**src/rtl/i2c_bytemaster_pkg.sv**
```systemverilog
`timescale 1ns/1ps
package i2c_bytemaster_pkg;

  typedef enum logic [2:0] {
    OP_START   = 3'd0,
    OP_RESTART = 3'd1,
    OP_STOP    = 3'd2,
    OP_WRITE   = 3'd3,
    OP_RD_ACK  = 3'd4,
    OP_RD_NACK = 3'd5
  } bus_op_e;

  typedef enum logic [1:0] {PH_A, PH_B, PH_C, PH_D} quarter_e;

  // Unused codes fold onto read-with-NACK.
  function automatic bus_op_e decode_op(input logic [2:0] code);
    if (code > 3'd4) return OP_RD_NACK;
    return bus_op_e'(code);
  endfunction

  function automatic logic is_byte_op(input bus_op_e op);
    return (op == OP_WRITE) || (op == OP_RD_ACK) || (op == OP_RD_NACK);
  endfunction

  // Returns {scl, sda} for the given operation and quarter; b is the slot bit.
  function automatic logic [1:0] line_levels(input bus_op_e op, input quarter_e ph,
                                             input logic b);
    logic mid;
    mid = (ph == PH_B) || (ph == PH_C);
    case (op)
      OP_START:   return {ph != PH_D, (ph == PH_A) || (ph == PH_B)};
      OP_RESTART: return {mid, (ph == PH_A) || (ph == PH_B)};
      OP_STOP:    return {ph != PH_A, (ph == PH_C) || (ph == PH_D)};
      default:    return {mid, b};
    endcase
  endfunction

endpackage

```
**src/rtl/i2c_quarter_timer.sv**
```systemverilog
`timescale 1ns/1ps
module i2c_quarter_timer #(
  parameter int TICK_NUM = 123
) (
  input  logic clk,
  input  logic rst,
  input  logic run,
  output logic quarter_end
);
  localparam int QLEN = TICK_NUM + 2;
  localparam int CW   = $clog2(QLEN + 1);
  localparam logic [CW-1:0] LAST = CW'(QLEN - 1);

  logic [CW-1:0] cnt;

  assign quarter_end = run && (cnt == LAST);

  always_ff @(posedge clk) begin
    if (rst || !run)      cnt <= '0;
    else if (quarter_end) cnt <= '0;
    else                  cnt <= cnt + 1'b1;
  end

  p_cnt_range_r4: assert property (@(posedge clk) disable iff (rst)
    cnt <= LAST);

  p_cnt_idle_r4: assert property (@(posedge clk) disable iff (rst)
    !run |=> (cnt == '0));

endmodule

```
**src/rtl/i2c_slot_sequencer.sv**
```systemverilog
`timescale 1ns/1ps
module i2c_slot_sequencer
  import i2c_bytemaster_pkg::*;
#(
  parameter int DATA_W = 8,
  localparam int SW = $clog2(DATA_W + 2)
) (
  input  logic          clk,
  input  logic          rst,
  input  logic          launch,
  input  logic          quarter_end,
  input  logic          byte_op,
  output quarter_e      phase,
  output logic [SW-1:0] slot,
  output logic          op_end
);
  localparam logic [SW-1:0] ACK_SLOT = SW'(DATA_W);

  logic [SW-1:0] last_slot;

  assign last_slot = byte_op ? ACK_SLOT : '0;
  assign op_end    = quarter_end && (phase == PH_D) && (slot == last_slot);

  always_ff @(posedge clk) begin
    if (rst || launch) begin
      phase <= PH_A;
      slot  <= '0;
    end else if (quarter_end) begin
      phase <= quarter_e'(phase + 2'd1);
      if (op_end)              slot <= '0;
      else if (phase == PH_D)  slot <= slot + 1'b1;
    end
  end

  p_slot_bound_r6: assert property (@(posedge clk) disable iff (rst)
    slot <= ACK_SLOT);

  p_end_in_d_r4: assert property (@(posedge clk) disable iff (rst)
    op_end |=> (phase == PH_A));

endmodule

```
**src/rtl/i2c_byte_shifter.sv**
```systemverilog
`timescale 1ns/1ps
module i2c_byte_shifter
  import i2c_bytemaster_pkg::*;
#(
  parameter int DATA_W = 8,
  localparam int SW = $clog2(DATA_W + 2)
) (
  input  logic              clk,
  input  logic              rst,
  input  logic              load,
  input  logic [DATA_W-1:0] wdata,
  input  bus_op_e           op,
  input  quarter_e          phase,
  input  logic [SW-1:0]     slot,
  input  logic              quarter_end,
  input  logic              op_end,
  input  logic              sda_in,
  output logic              tx_bit,
  output logic [DATA_W-1:0] rd_data,
  output logic              ack
);
  localparam logic [SW-1:0] ACK_SLOT = SW'(DATA_W);

  logic [DATA_W-1:0] sh;
  logic data_slot, sample_pt, is_rd;

  assign data_slot = slot < ACK_SLOT;
  assign sample_pt = quarter_end && (phase == PH_B);
  assign is_rd     = (op == OP_RD_ACK) || (op == OP_RD_NACK);

  always_comb begin
    if (op == OP_WRITE)      tx_bit = data_slot ? sh[DATA_W-1] : 1'b1;
    else if (op == OP_RD_ACK) tx_bit = data_slot;
    else                     tx_bit = 1'b1;
  end

  always_ff @(posedge clk) begin
    if (rst) begin
      sh      <= '0;
      rd_data <= '0;
      ack     <= 1'b1;
    end else begin
      if (load)
        sh <= wdata;
      else if ((op == OP_WRITE) && quarter_end && (phase == PH_D) && data_slot)
        sh <= {sh[DATA_W-2:0], 1'b0};
      else if (is_rd && sample_pt && data_slot)
        sh <= {sh[DATA_W-2:0], sda_in};
      if ((op == OP_WRITE) && sample_pt && (slot == ACK_SLOT))
        ack <= sda_in;
      if (is_rd && op_end)
        rd_data <= sh;
    end
  end

endmodule

```
**src/rtl/i2c_byte_master.sv**
```systemverilog
`timescale 1ns/1ps
module i2c_byte_master
  import i2c_bytemaster_pkg::*;
#(
  parameter int TICK_NUM = 123,
  parameter int DATA_W   = 8
) (
  input  logic              clk,
  input  logic              rst,
  input  logic              go,
  input  logic [2:0]        op_code,
  input  logic [DATA_W-1:0] wr_byte,
  output logic              done,
  output logic [DATA_W-1:0] rd_byte,
  output logic              slv_ack,
  output logic              scl_drv,
  output logic              sda_drv,
  input  logic              sda_in
);
  localparam int SW = $clog2(DATA_W + 2);

  bus_op_e       op_q;
  quarter_e      phase;
  logic [SW-1:0] slot;
  logic          busy, launch, qend, op_end, tx_bit;
  logic [1:0]    lv;

  assign launch = go && !busy;
  assign lv     = line_levels(op_q, phase, tx_bit);

  i2c_quarter_timer #(.TICK_NUM(TICK_NUM)) u_timer (
    .clk(clk), .rst(rst), .run(busy), .quarter_end(qend)
  );

  i2c_slot_sequencer #(.DATA_W(DATA_W)) u_seq (
    .clk(clk), .rst(rst), .launch(launch), .quarter_end(qend),
    .byte_op(is_byte_op(op_q)), .phase(phase), .slot(slot), .op_end(op_end)
  );

  i2c_byte_shifter #(.DATA_W(DATA_W)) u_shift (
    .clk(clk), .rst(rst), .load(launch), .wdata(wr_byte), .op(op_q),
    .phase(phase), .slot(slot), .quarter_end(qend), .op_end(op_end),
    .sda_in(sda_in), .tx_bit(tx_bit), .rd_data(rd_byte), .ack(slv_ack)
  );

  always_ff @(posedge clk) begin
    if (rst) begin
      busy    <= 1'b0;
      done    <= 1'b1;
      op_q    <= OP_START;
      scl_drv <= 1'b1;
      sda_drv <= 1'b1;
    end else begin
      if (launch) begin
        busy <= 1'b1;
        done <= 1'b0;
        op_q <= decode_op(op_code);
      end else if (op_end) begin
        busy <= 1'b0;
        done <= 1'b1;
      end
      if (busy) {scl_drv, sda_drv} <= lv;
    end
  end

  p_done_hold_r5: assert property (@(posedge clk) disable iff (rst)
    (done && !go) |=> done);

  p_done_clear_r5: assert property (@(posedge clk) disable iff (rst)
    (go && done) |=> !done);

  p_sda_data_stable_r9: assert property (@(posedge clk) disable iff (rst)
    (busy && is_byte_op(op_q) && scl_drv && $past(scl_drv)) |-> $stable(sda_drv));

  p_idle_quiet_r8: assert property (@(posedge clk) disable iff (rst)
    !busy |=> ($stable(scl_drv) && $stable(sda_drv)));

  p_outs_hold_r10: assert property (@(posedge clk) disable iff (rst)
    !busy |=> ($stable(rd_byte) && $stable(slv_ack)));

endmodule

```
**config.mk**
```make
export PLATFORM = sky130hd
export DESIGN_NAME = i2c_byte_master
export DESIGN_NICKNAME = d
export VERILOG_FILES = /design/src/rtl/i2c_bytemaster_pkg.sv /design/src/rtl/i2c_quarter_timer.sv /design/src/rtl/i2c_slot_sequencer.sv /design/src/rtl/i2c_byte_shifter.sv /design/src/rtl/i2c_byte_master.sv
export SDC_FILE = /design/constraint.sdc
export NUM_CORES = 1
export LEC_CHECK = 0
export BUFFER_PORTS_ARGS = -buffer_cell sky130_fd_sc_hd__buf_2
export CAP_MARGIN = 20
export CORE_MARGIN = 2
export CORE_UTILIZATION = 40
export DETAILED_ROUTE_END_ITERATION = 8
export GPL_ROUTABILITY_DRIVEN = 1
export PLACE_DENSITY = 0.58
export SETUP_SLACK_MARGIN = 0.5
export SLEW_MARGIN = 20
export SYNTH_ARGS = -nofsm -noshare
export SYNTH_HDL_FRONTEND = slang
export SYNTH_SLANG_ARGS = --single-unit
```
**constraint.sdc**
```tcl
create_clock -name clk -period 4.2 [get_ports clk]
set_input_delay 0.21 -clock clk [delete_from_list [all_inputs] [get_ports clk]]
set_output_delay 0.21 -clock clk [all_outputs]
set_load 0.03 [all_outputs]
```
# Yosys cells after proc, flatten, opt, wreduce, memory -nomap -nowiden
# Cells that the tools add are included.
dict set report totals {
  romBits 0
  ff_bits 37
  latchBits 0
  ram_bits 0
  mem_count 0
  wordCells 77
}
dict set report classes {
  bitwise 0
  n_shift 0
  add_sub_neg 3
  n_eq_ne 12
  magnitude_cmp 2
  n_mux 19
  multipliers 0
  n_div 0
  reduce_logical 30
}
# cell count
set ops {}
lappend ops {{2-to-1 mux 8 bit} 3}
lappend ops {{logical AND 1 bit} 13}
lappend ops {{2-to-1 mux 4 bit} 3}
lappend ops {{2-to-1 mux 1 bit} 10}
lappend ops {{logical OR 1 bit} 8}
lappend ops {{adder 7 x 1 -> 7 bit (second input constant)} 1}
lappend ops {{== test 7 bit (second input constant)} 1}
lappend ops {{== test 3 x 2 -> 1 bit (second input constant)} 2}
lappend ops {{== test 3 bit (second input constant)} 2}
lappend ops {{2-to-1 mux 3 bit} 2}
lappend ops {{case mux 2 bit (3 select lines)} 1}
lappend ops {{nonzero test 2 bit} 3}
lappend ops {{adder 4 x 1 -> 4 bit (second input constant)} 1}
lappend ops {{== test 2 bit (second input constant)} 2}
lappend ops {{== test 4 bit} 1}
lappend ops {{== test 4 bit (second input constant)} 1}
lappend ops {{less-than comparator 4 bit (second input constant)} 1}
lappend ops {{== test 3 x 1 -> 1 bit (second input constant)} 1}
lappend ops {{> comparator 3 bit (second input constant)} 1}
lappend ops {{logical NOT 3 bit} 1}
lappend ops {{nonzero test 3 bit} 1}
lappend ops {{adder 2 x 1 -> 2 bit (second input constant)} 1}
lappend ops {{== test 2 x 1 -> 1 bit (second input constant)} 1}
lappend ops {{logical NOT 2 bit} 1}
lappend ops {{other kinds (4)} 4}

# Logic depth before layout (Yosys ltp)
# Gate-level depths: netlist of the first run.
dict set report depth {
  word_depth 8
  depth_mapped 7
}

# By module
# A second synthesis of the first run with hierarchy kept.
dict set report unflattened {
  cells_unflattened 200
  hier_area_um2 1850.5
}
# mod area_each_um2 cells_each instances
set modules_own_cells {}
lappend modules_own_cells {i2c_byte_shifter 827.0 83 1}
lappend modules_own_cells {i2c_byte_master 384.1 42 1}
lappend modules_own_cells {i2c_slot_sequencer 322.8 38 1}
lappend modules_own_cells {i2c_quarter_timer 316.6 37 1}

# Worst setup path after synthesis of the first run
# No wires, ideal clock.
dict set report synth_path {
  kind {register to register}
  from {register u_seq.phase[0]}
  to {register u_shift.rd_data[0]}
  slack_ns 2.382
  period_less_slack_ns 1.818
  path_stages_with_launch 6
  t_arrival_ns 1.691
  t_required_ns 4.072
  cell_sequence {dfxtp_1 -> ha_1 -> nand4_1 -> nor4_4 -> mux2i_1 -> nor2_1}
}
dict set report synth_between {
  elab_chain_len 4
}
# item line
set synth_lines {}
lappend synth_lines {{start: declaration} i2c_slot_sequencer.sv:13} ;# output quarter_e phase,
lappend synth_lines {{start signal: assignment} i2c_slot_sequencer.sv:29} ;# phase <= quarter_e'(phase + 2'd1);
lappend synth_lines {{== test 2 bit} i2c_slot_sequencer.sv:22} ;# assign op_end = quarter_end && (phase == PH_D) && (slot == last_slot);
lappend synth_lines {{logical AND 1 bit (2 in series)} i2c_slot_sequencer.sv:22}
lappend synth_lines {{logical AND 1 bit} i2c_byte_shifter.sv:51} ;# if (is_rd && op_end)
lappend synth_lines {{end signal: assignment} i2c_byte_shifter.sv:52} ;# rd_data <= sh;
lappend synth_lines {{end: declaration} i2c_byte_shifter.sv:19} ;# output logic [DATA_W-1:0] rd_data,
# Every way passes these cells.
# A chain may end at the register's enable or synchronous reset.

# Final worst setup path of the first run
dict set report layout_path {
  from {register u_seq.phase[0]}
  to {register u_shift.rd_data[6]}
}
# Same word-level chain as after synthesis.

==> qor.txt, run 1 <==
global-route wire length before repair -> 6380 um
maximum number of pins on one net before global-route repair -> 30
total wire length after detailed routing -> 3780 um
synth-to-layout area growth -> 11.3%
clock tree from TritonCTS -> done
Data required, critical path -> 4.36 ns
leakage power total -> 0.000803 uW
number of max-slew violations in the final report -> 0
global-route usage over all layers -> 16.0%
slack of the worst reg-to-reg path -> 2.08 ns
vias per cell -> 5.19
distinct cell type count of the synthesized netlist -> 43
Resized Gates After CTS -> 0
post-CTS setup-driven buffer insertion count -> 0
cell types with the highest counts after synthesis -> dfxtp_1 (37), nor2_1 (26), nand2_1 (22), nor3_1 (15)
worst setup path category -> flip-flop to flip-flop
WL/cell -> 13.5 um
critical path data arrival time -> 2.28 ns
crit path cell chain -> ha_1 > nand4_1 > nor4_4 > mux2i_1 > nor2_1
initial core utilization -> 42.2%
Worst VDD drop -> 0.000172 V
portion of the post-synthesis area used by sequential elements -> 39.8%
# clock sinks -> 37
insertion delay of the later-clocked pin in the worst-skew pair -> 0.29 ns
critical-path maximum fanout -> 8
transition at the pin with the smallest max-transition slack -> 0.763 ns
remaining antenna violation count -> 0
worst min path class -> primary input to flip-flop
Tcrit/Tclk final -> 50.5%
yosys synthesis warning count -> 0
min Tclk post-route -> 2.12 ns
vias in the first global route -> 1370
number of buffer cells added on primary ports -> 26
longest individual stage delay on the worst path -> 0.74 ns
number of placed I/O pins -> 27
Synth area leader -> dfxtp_1
number of antenna violations at the first check in global routing -> 0
primary flip-flop cell chosen by synthesis mapping -> dfxtp_1
number of standard cells after synthesis -> 205
number of standard-cell rows in the floorplan -> 24
Placement Cell Area -> 1990 um^2
# diodes -> 0
max_cap viols -> 0
setup repair after global routing missed its margin -> no
synthesized netlist net count -> 228
power per unit of standard cell area -> 324 nW/um^2
die outline area -> 5220 um^2
top cell type's share of synthesized area -> 39.8%
sum of negative setup slack -> 0 ns
routed vias -> 1453
Setup Viol. Count Final -> 0
cell at the slowest stage of the critical path -> nor4_4
synthesized area per cell -> 9.08 um^2
Final HPWL DP -> 2680 um
hold-fix buffers at CTS -> 0
final RePlAce weighted congestion -> 0.779
worst slew slack as a fraction of its limit -> 48.8%
Initial DRT Pass Iterations -> 4
most common cell in the synthesized netlist -> dfxtp_1
post-route DRC violation count -> 0
number of nets in the final layout -> 250
Vert. Die Dim -> 72.2 um
drt initial violations -> 59
number of buffers between clock root and the deepest sink -> 2
horizontal extent of the die -> 72.2 um
total clock buffers created by CTS -> 5
Post-Route Skew -> 0.00894 ns
Async SR Flop Fraction -> 0%
Root Buffer -> clkbuf_8
clock-pin slew on the worst setup and hold paths -> 0.07 ns
fraction of layout instances using a drive strength above 1 -> 19.3%
run status -> finished clean
element type at the critical path end -> flip-flop
number of flip-flops and latches in the synthesized netlist -> 37
maximum clock frequency -> 471 MHz
maximum level of the CTS H-tree -> 2
Area contributors post-synth -> dfxtp_1 (40%), ha_1 (5.4%), nor2_1 (5.2%)
summed instance area of the synthesized netlist -> 1860 um^2
Non-Filler Cell Area, Final -> 2070 um^2
number of flops mapped to enable cells by yosys -> 0
final global-route overflow total -> 0
nature of the critical path startpoint -> flip-flop
Hold Fails Final Rpt -> 0
core area -> 4410 um^2
==> flip-flops by register name (all words and copies together) (netlist names) <==
register and count:
u_shift.sh 8, u_seq.phase 2, done 1, u_seq.slot 4, op_q 3, sda_drv 1
scl_drv 1, u_timer.cnt 7, busy 1, u_shift.rd_data 8, u_shift.ack 1
==> cell type report <==
type / instances / area (um^2)
Fill cell: 440 / 2340
Inverter: 9 / 33.8
Multi-Input combinational cell: 147 / 1010
Timing Repair Buffer: 27 / 138
Clock buffer: 6 / 72.6
Tap cell: 52 / 65.1
Sequential cell: 37 / 741
Clock inverter: 2 / 10.0
==> critical path: cells and delay by family, from the launching register on <==
family	cells	cell delay (ns)
flip-flops	1	0.40
AND/OR/NAND/NOR	3	1.03
multiplexers	1	0.26
adder cells (fa/ha/maj)	1	0.31
==> metal layers <==
layer | vias up | global-route usage (%) | wire (um)
met5 | - | 0 | 0
met4 | 0 | 7.34 | 74
met3 | 7 | 5.00 | 130
met2 | 20 | 23.4 | 1710
met1 | 666 | 21.4 | 1870
li1 | 760 | - | -
==> cells in the final DEF (no fill, tap or decap), drive strengths merged, types with 3 or more instances in the layout <==
cell     Yosys  routed
nand3b       3       3
nand3        5       5
a311oi       7       7
xor2         3       3
inv          9       9
xnor2        5       5
a21oi        6       6
nand2b       4       4
buf          4      27
or3          4       4
dfxtp       37      37
o21ai        6       6
nor2        26      26
ha           8       8
clkbuf       8       6
a2111oi      3       3
mux2i        9       9
nor3        15      15
nand2       22      22
==> final timing paths <==
| path | start | endpoint | cells after the start |
|---|---|---|---|
| worst min register to register | sda_drv$_SDFFE_PP1P_ | sda_drv$_SDFFE_PP1P_ | 2 |
| worst max-delay path | u_seq.phase[0]$_SDFFE_PP0P_ | u_shift.rd_data[6]$_SDFFE_PP0P_ | 5 |
| worst max register to register | u_seq.phase[0]$_SDFFE_PP0P_ | u_shift.rd_data[6]$_SDFFE_PP0P_ | 5 |
| worst min-delay path | op_code[2] | op_q[2]$_SDFFE_PP0P_ | 3 |
==> kinds of logic (layout without fill, tap and decap cells) <==
logic type,Yosys count,after routing,share of synthesized area [%]
AND/OR/NAND/NOR,92,92,26.7
buffers and inverters,21,44,5.85
AO/OA/AOI/OAI,29,29,13.0
XOR/XNOR,8,8,3.76
multiplexers,10,10,5.44
adder cells (fa/ha/maj),8,8,5.38
flip-flops,37,37,39.8
==> through the flow <==
stage | hold WS (ns) | power, uW | worst slack, ns | std cells | util [%]
2_1_floorplan | 0.346 | 423 | 2.38 | 205 | -
3_3_place_gp | 0.445 | 440 | 2.08 | 272 | 45.1
3_5_place_dp | 0.454 | 440 | 2.08 | 272 | 45.1
4_1_cts | 0.162 | 680 | 2.07 | 280 | 46.9
5_1_grt | 0.180 | 703 | 1.83 | 280 | 46.9
6_report | 0.171 | 671 | 2.08 | 280 | 46.9
==> where the power goes <==
part	switching [uW]	internal, uW
clock network	125	115
registers	12.1	362
logic	33.4	23.4
(Power assumes the default switching activity.)
==> run 2: changes to the inputs <==
Clock period 4.2 ns to 2 ns, I/O delays scaled along.
==> run 2 against run 1 <==
Global-route usage up 0.76 points. Setup slack worse by 1.8 ns. Via count up 5.4%. Critical path depth up 1. Clock skew about the same. Largest power group unchanged.
==> qor.txt, run 2 (same netlist as run 1, synthesis figures left out) <==
clock share of power -> 38.1% (+2.3 points)
vias in the first global route -> 1443 (+5.3%)
Setup Viol. Count Final -> 0 (unchanged)
final global-route overflow total -> 0 (unchanged)
combinational share of power -> 10.4% (+1.9 points)
# clock sinks -> 37 (unchanged)
hold-fix buffers at CTS -> 0 (unchanged)
min Tclk post-route -> 1.67 ns (-0.450 ns)
power per unit of standard cell area -> 627 nW/um^2 (+94%)
Vert. Die Dim -> 72.2 um (unchanged)
max_cap viols -> 0 (unchanged)
drt initial violations -> 76 (+29%)
maximum clock frequency -> 598 MHz (+27%)
initial core utilization -> 42.2% (unchanged)
Initial DRT Pass Iterations -> 4 (unchanged)
portion of total power attributed to sequential cells -> 51.6% (-4.2 points)
horizontal extent of the die -> 72.2 um (unchanged)
Root Buffer -> clkbuf_8
internal power component -> 1140 uW (+130%)
filler-free cell count of the finished design -> 297 (+6.1%)
Post-Route Skew -> 0.00921 ns (+0.000273 ns)
worst slew slack as a fraction of its limit -> 72.1% (+23 points)
maximum number of pins on one net before global-route repair -> 17 (-43%)
longest individual stage delay on the worst path -> 0.42 ns (-0.32 ns)
final RePlAce weighted congestion -> 0.797 (+2.4%)
number of placed I/O pins -> 27 (unchanged)
element type at the critical path end -> flip-flop
insertion delay of the later-clocked pin in the worst-skew pair -> 0.29 ns (about the same)
sw frac -> 24.8% (-0.65 points)
number of buffer and inverter stages on the critical path -> 1 (+1)
worst setup path category -> flip-flop to flip-flop
number of max-slew violations in the final report -> 0 (unchanged)
die outline area -> 5220 um^2 (unchanged)
cell at the slowest stage of the critical path -> a2111oi_4
critical path data arrival time -> 1.84 ns (-0.44 ns)
transition at the pin with the smallest max-transition slack -> 0.418 ns (-0.345 ns)
Worst VDD drop -> 0.000406 V (+140%)
total wire length after detailed routing -> 4120 um (+8.9%)
clock-pin slew on the worst setup and hold paths -> 0.08 ns (about the same)
sum of negative setup slack -> 0 ns (unchanged)
number of standard-cell rows in the floorplan -> 24 (unchanged)
setup repair after global routing missed its margin -> yes
filler cell count in the final layout -> 407 (-7.5%)
number of nets in the final layout -> 268 (+7.2%)
WL/cell -> 13.9 um (+2.7%)
commonest non-fill, non-tap cell in the layout -> buf_2
leading cell types in the layout, fill and taps excluded -> buf_2 (26), dfxtp_1 (25), nor2_1 (23)
net switching power -> 375 uW (+120%)
fraction of layout instances using a drive strength above 1 -> 40.4% (+21 points)
clock tree from TritonCTS -> done
leakage power total -> 0.000923 uW (+15%)
Data required, critical path -> 2.17 ns (-2.19 ns)
critical-path maximum fanout -> 7 (-1)
crit path cell chain -> ha_4 > nand4b_4 > a2111oi_4 > buf_4 > or2_4 > a311oi_2
run status -> finished clean
global-route usage over all layers -> 16.7% (+0.76 points)
# diodes -> 0 (unchanged)
vias per cell -> 5.15 (-0.66%)
post-route DRC violation count -> 0 (unchanged)
Final HPWL DP -> 2890 um (+7.6%)
synth-to-layout area growth -> 29.6%
Crit path max-delay family -> compound AO/OA/AOI/OAI gates
worst min path class -> primary input to flip-flop
slack of the worst reg-to-reg path -> 0.33 ns (-1.75 ns)
routed vias -> 1531 (+5.4%)
number of antenna violations at the first check in global routing -> 0 (unchanged)
Tcrit/Tclk final -> 83.6% (+33 points)
core area -> 4410 um^2 (unchanged)
number of buffers between clock root and the deepest sink -> 2 (unchanged)
Hold Fails Final Rpt -> 0 (unchanged)
nature of the critical path startpoint -> flip-flop
total clock buffers created by CTS -> 5 (unchanged)
maximum level of the CTS H-tree -> 2 (unchanged)
registers with the most flip-flops -> u_shift.rd_data (8), u_shift.sh (8), u_timer.cnt (7)
number of buffer cells added on primary ports -> 26 (unchanged)
global-route wire length before repair -> 6710 um (+5.3%)
Placed Cells incl. Taps -> 278 (+2.2%)
remaining antenna violation count -> 0 (unchanged)
[run 2: per-layer routing]
layer	part of all wire, %	global-route usage [%]	up-vias
met2	46	26.3	26
li1	-	-	798
met1	49	22.6	701
met5	0	0	-
met4	1.2	5.03	0
met3	3.8	4.31	6
[run 2: worst paths after layout]
check                                   start                    endpoint  cells after the start
setup reg to reg  u_seq.phase[0]$_SDFFE_PP0P_  u_shift.sh[1]$_SDFFE_PP0P_                      6
hold / removal                     op_code[2]        op_q[2]$_SDFFE_PP0P_                      3
hold reg to reg     u_timer.cnt[0]$_SDFF_PP0_   u_timer.cnt[0]$_SDFF_PP0_                      1
setup / recovery  u_seq.phase[0]$_SDFFE_PP0P_  u_shift.sh[1]$_SDFFE_PP0P_                      6
[run 2: what timing repair did]
action                                  in CTS  in global routing
endpoints found under the setup margin      30                 30
pin swaps                                   12                  9
resized for setup                           14                 15
buffers inserted                            11                  1
hold endpoints to repair                     0                  0
[run 2: cell type report]
cell class | instances | area (um^2) | area share (%)
multi-input combinational | 147 | 1160 | 48.1
sequential | 37 | 768 | 31.8
timing repair buffer | 45 | 284 | 11.8
clock buffer | 6 | 93.8 | 3.89
tap | 52 | 65.1 | 2.70
inverter | 9 | 36.3 | 1.50
clock inverter | 1 | 5.00 | 0.207
[run 2: through the flow]
stage / utilization, % / hold WS [ns] / cell area [um^2] / setup WS [ns] / total power, uW
2_1_floorplan: - / 0.228 / 1950 / 0.359 / 894
3_3_place_gp: 47.9 / 0.355 / 2110 / 0.188 / 932
3_5_place_dp: 47.9 / 0.360 / 2110 / 0.200 / 933
4_1_cts: 53.0 / 0.0431 / 2340 / 0.345 / 1520
5_1_grt: 54.6 / 0.0702 / 2410 / 0.188 / 1590
6_report: 54.6 / 0.0508 / 2410 / 0.329 / 1510
[run 2: worst reg2reg max path, stage by stage, from the launching register on]
cell       delay, ns
dfxtp_4         0.38
ha_4            0.18
nand4b_4        0.12
a2111oi_4       0.42
buf_4           0.18
or2_4           0.17
a311oi_2        0.10
[run 2: power by group through the flow]
| stage | sequential (uW) | clock (uW) | combinational [uW] |
|---|---|---|---|
| 2_1_floorplan | 800 | 0 | 93.9 |
| 3_3_place_gp | 801 | 0 | 132 |
| 3_5_place_dp | 801 | 0 | 132 |
| 4_1_cts | 780 | 594 | 145 |
| 5_1_grt | 783 | 629 | 174 |
| 6_report | 780 | 576 | 157 |
==> run 3: changes to the inputs <==
Settings changed: PLACE_DENSITY 0.58 to 0.6.
Clock period 2 ns to 1.4 ns, I/O delays scaled along.
==> run 3 against run 2 <==
The flow now finishes with violations (setup timing). Clock skew decreased by 0.0025 ns. Sequential power increased by 44%. Combinational power increased by 77%. Cell count increased by 8.8%. Routed wire length increased by 11%. Register-to-register slack got worse by 0.63 ns. Non-clock buffer count increased by 26. Largest cell class unchanged.
==> qor.txt, run 3 (same netlist as run 1, synthesis figures left out) <==
critical path data arrival time -> 1.91 ns (+0.07 ns)
worst slew slack as a fraction of its limit -> 70.4% (-1.7 points)
routed vias -> 1677 (+9.5%)
total clock buffers created by CTS -> 5 (unchanged)
Worst VDD drop -> 0.000473 V (+16%)
vias in the first global route -> 1622 (+12%)
post-route DRC violation count -> 0 (unchanged)
die outline area -> 5220 um^2 (unchanged)
number of placed I/O pins -> 27 (unchanged)
sum of negative setup slack -> -5.24 ns (-5.24 ns)
hold-fix buffers at CTS -> 0 (unchanged)
Root Buffer -> clkbuf_8
final worst setup slack -> -0.304 ns (-0.632 ns)
worst min path class -> primary input to flip-flop
maximum clock frequency -> 587 MHz (-1.9%)
Tcrit/Tclk final -> 122% (+38 points)
setup repair after global routing missed its margin -> yes
number of max-slew violations in the final report -> 0 (unchanged)
Setup Viol. Count Final -> 22 (+22)
clock-pin slew on the worst setup and hold paths -> 0.07 ns (about the same)
Vert. Die Dim -> 72.2 um (unchanged)
leakage power total -> 0.00112 uW (+21%)
max_cap viols -> 0 (unchanged)
nature of the critical path startpoint -> flip-flop
Final HPWL DP -> 3080 um (+6.7%)
met3 wire len -> 166 um (+7.1%)
initial core utilization -> 42.2% (unchanged)
Placement Setup Slack -> -0.276 ns (-0.476 ns)
min Tclk post-route -> 1.70 ns (+0.0325 ns)
horizontal extent of the die -> 72.2 um (unchanged)
core area -> 4410 um^2 (unchanged)
final global-route overflow total -> 0 (unchanged)
met2 wire length -> 2190 um (+16%)
commonest non-fill, non-tap cell in the layout -> buf_4
filler cell count in the final layout -> 359 (-12%)
clock tree from TritonCTS -> done
leading cell types in the layout, fill and taps excluded -> buf_4 (43), nand2_1 (20), dfxtp_1 (20)
global-route wire length before repair -> 7620 um (+13%)
remaining antenna violation count -> 0 (unchanged)
total wire length after detailed routing -> 4550 um (+11%)
synth-to-layout area growth -> 49.9%
power per unit of standard cell area -> 822 nW/um^2 (+31%)
number of nets in the final layout -> 294 (+9.7%)
fraction of layout instances using a drive strength above 1 -> 53.9% (+13 points)
Post-Route Skew -> 0.00676 ns (-0.00245 ns)
drt initial violations -> 85 (+12%)
maximum level of the CTS H-tree -> 2 (unchanged)
# diodes -> 0 (unchanged)
met1 wire length -> 2130 um (+5.0%)
run status -> finished, violations left
final RePlAce weighted congestion -> 0.748 (-6.2%)
# clock sinks -> 37 (unchanged)
registers with the most flip-flops -> u_shift.rd_data (8), u_shift.sh (8), u_timer.cnt (7)
vias per cell -> 5.19 (+0.72%)
Initial DRT Pass Iterations -> 4 (unchanged)
Data required, critical path -> 1.61 ns (-0.56 ns)
number of standard-cell rows in the floorplan -> 24 (unchanged)
insertion delay of the later-clocked pin in the worst-skew pair -> 0.29 ns (about the same)
critical-path maximum fanout -> 4 (-3)
number of buffer cells added on primary ports -> 26 (unchanged)
violated checks -> setup timing
transition at the pin with the smallest max-transition slack -> 0.443 ns (+0.0253 ns)
number of antenna violations at the first check in global routing -> 0 (unchanged)
worst setup path category -> flip-flop to flip-flop
element type at the critical path end -> flip-flop
uppermost routed layer -> met4
maximum number of pins on one net before global-route repair -> 19 (+2)
WL/cell -> 14.1 um (+1.7%)
number of buffers between clock root and the deepest sink -> 2 (unchanged)
Hold Fails Final Rpt -> 0 (unchanged)
global-route usage over all layers -> 18.9% (+2.2 points)
-- run 3: changes by cell type in the layout (fill, tap and decap cells not counted), sizes merged --
| cell | change |
|---|---|
| buf | +26 |
| bufinv | +1 |
| clkbuf | -1 |
-- run 3: worst paths after layout --
kind	startpoint	to	slack, ns	cells after the start
max	u_seq.phase[1]$_SDFFE_PP0P_	u_shift.sh[7]$_SDFFE_PP0P_	-0.30	7
min	wr_byte[3]	u_shift.sh[3]$_SDFFE_PP0P_	0.04	3
max reg2reg	u_seq.phase[1]$_SDFFE_PP0P_	u_shift.sh[7]$_SDFFE_PP0P_	-0.30	7
min reg2reg	scl_drv$_SDFFE_PP1P_	scl_drv$_SDFFE_PP1P_	0.47	2
-- run 3: area by class of cell --
class / instances / area, um^2 / area share, %
Multi-Input combinational cell: 147 / 1250 / 44.7
Timing Repair Buffer: 71 / 563 / 20.2
Inverter: 9 / 36.3 / 1.30
Sequential cell: 37 / 774 / 27.8
Clock inverter: 2 / 35.0 / 1.26
Clock buffer: 5 / 68.8 / 2.47
Tap cell: 52 / 65.1 / 2.33
-- run 3: through the flow --
step	std cells	utilization (%)	area [um^2]	total power [uW]	hold slack (ns)
finish	323	63.2	2790	2290	0.0410
global route	323	63.2	2790	2400	0.0402
CTS	320	60.0	2650	2290	0.0381
detailed placement	307	54.0	2380	1360	0.344
global placement	307	54.0	2380	1360	0.332
floorplan	205	-	2020	1290	0.198
-- run 3: timing repair --
action | 4_1_cts | 5_1_grt
setup buffers | 5 | 3
endpoints found under the setup margin | 42 | 47
pin swaps | 17 | 13
gates resized for setup | 39 | 40
gates cloned | 1 | 0
-- run 3: routing by layer --
| metal | GRT usage, % | up-vias |
|---|---|---|
| met2 | 31.0 | 32 |
| li1 | - | 849 |
| met4 | 6.29 | 0 |
| met5 | 0 | - |
| met1 | 24.4 | 790 |
| met3 | 4.44 | 6 |
-- run 3: report_power, final --
part | internal [uW] | total [uW] | switching (uW)
sequential | 1080 | 1120 | 37.1
combinational | 138 | 278 | 139
clock | 518 | 896 | 378
-- run 3: critical path, stage by stage, from the launching register on --
cell,delay (ns)
dfxtp_4,0.37
inv_4,0.06
ha_4,0.13
nand3b_1,0.13
a2111oi_4,0.46
buf_4,0.21
nor3_2,0.04
a311oi_2,0.22
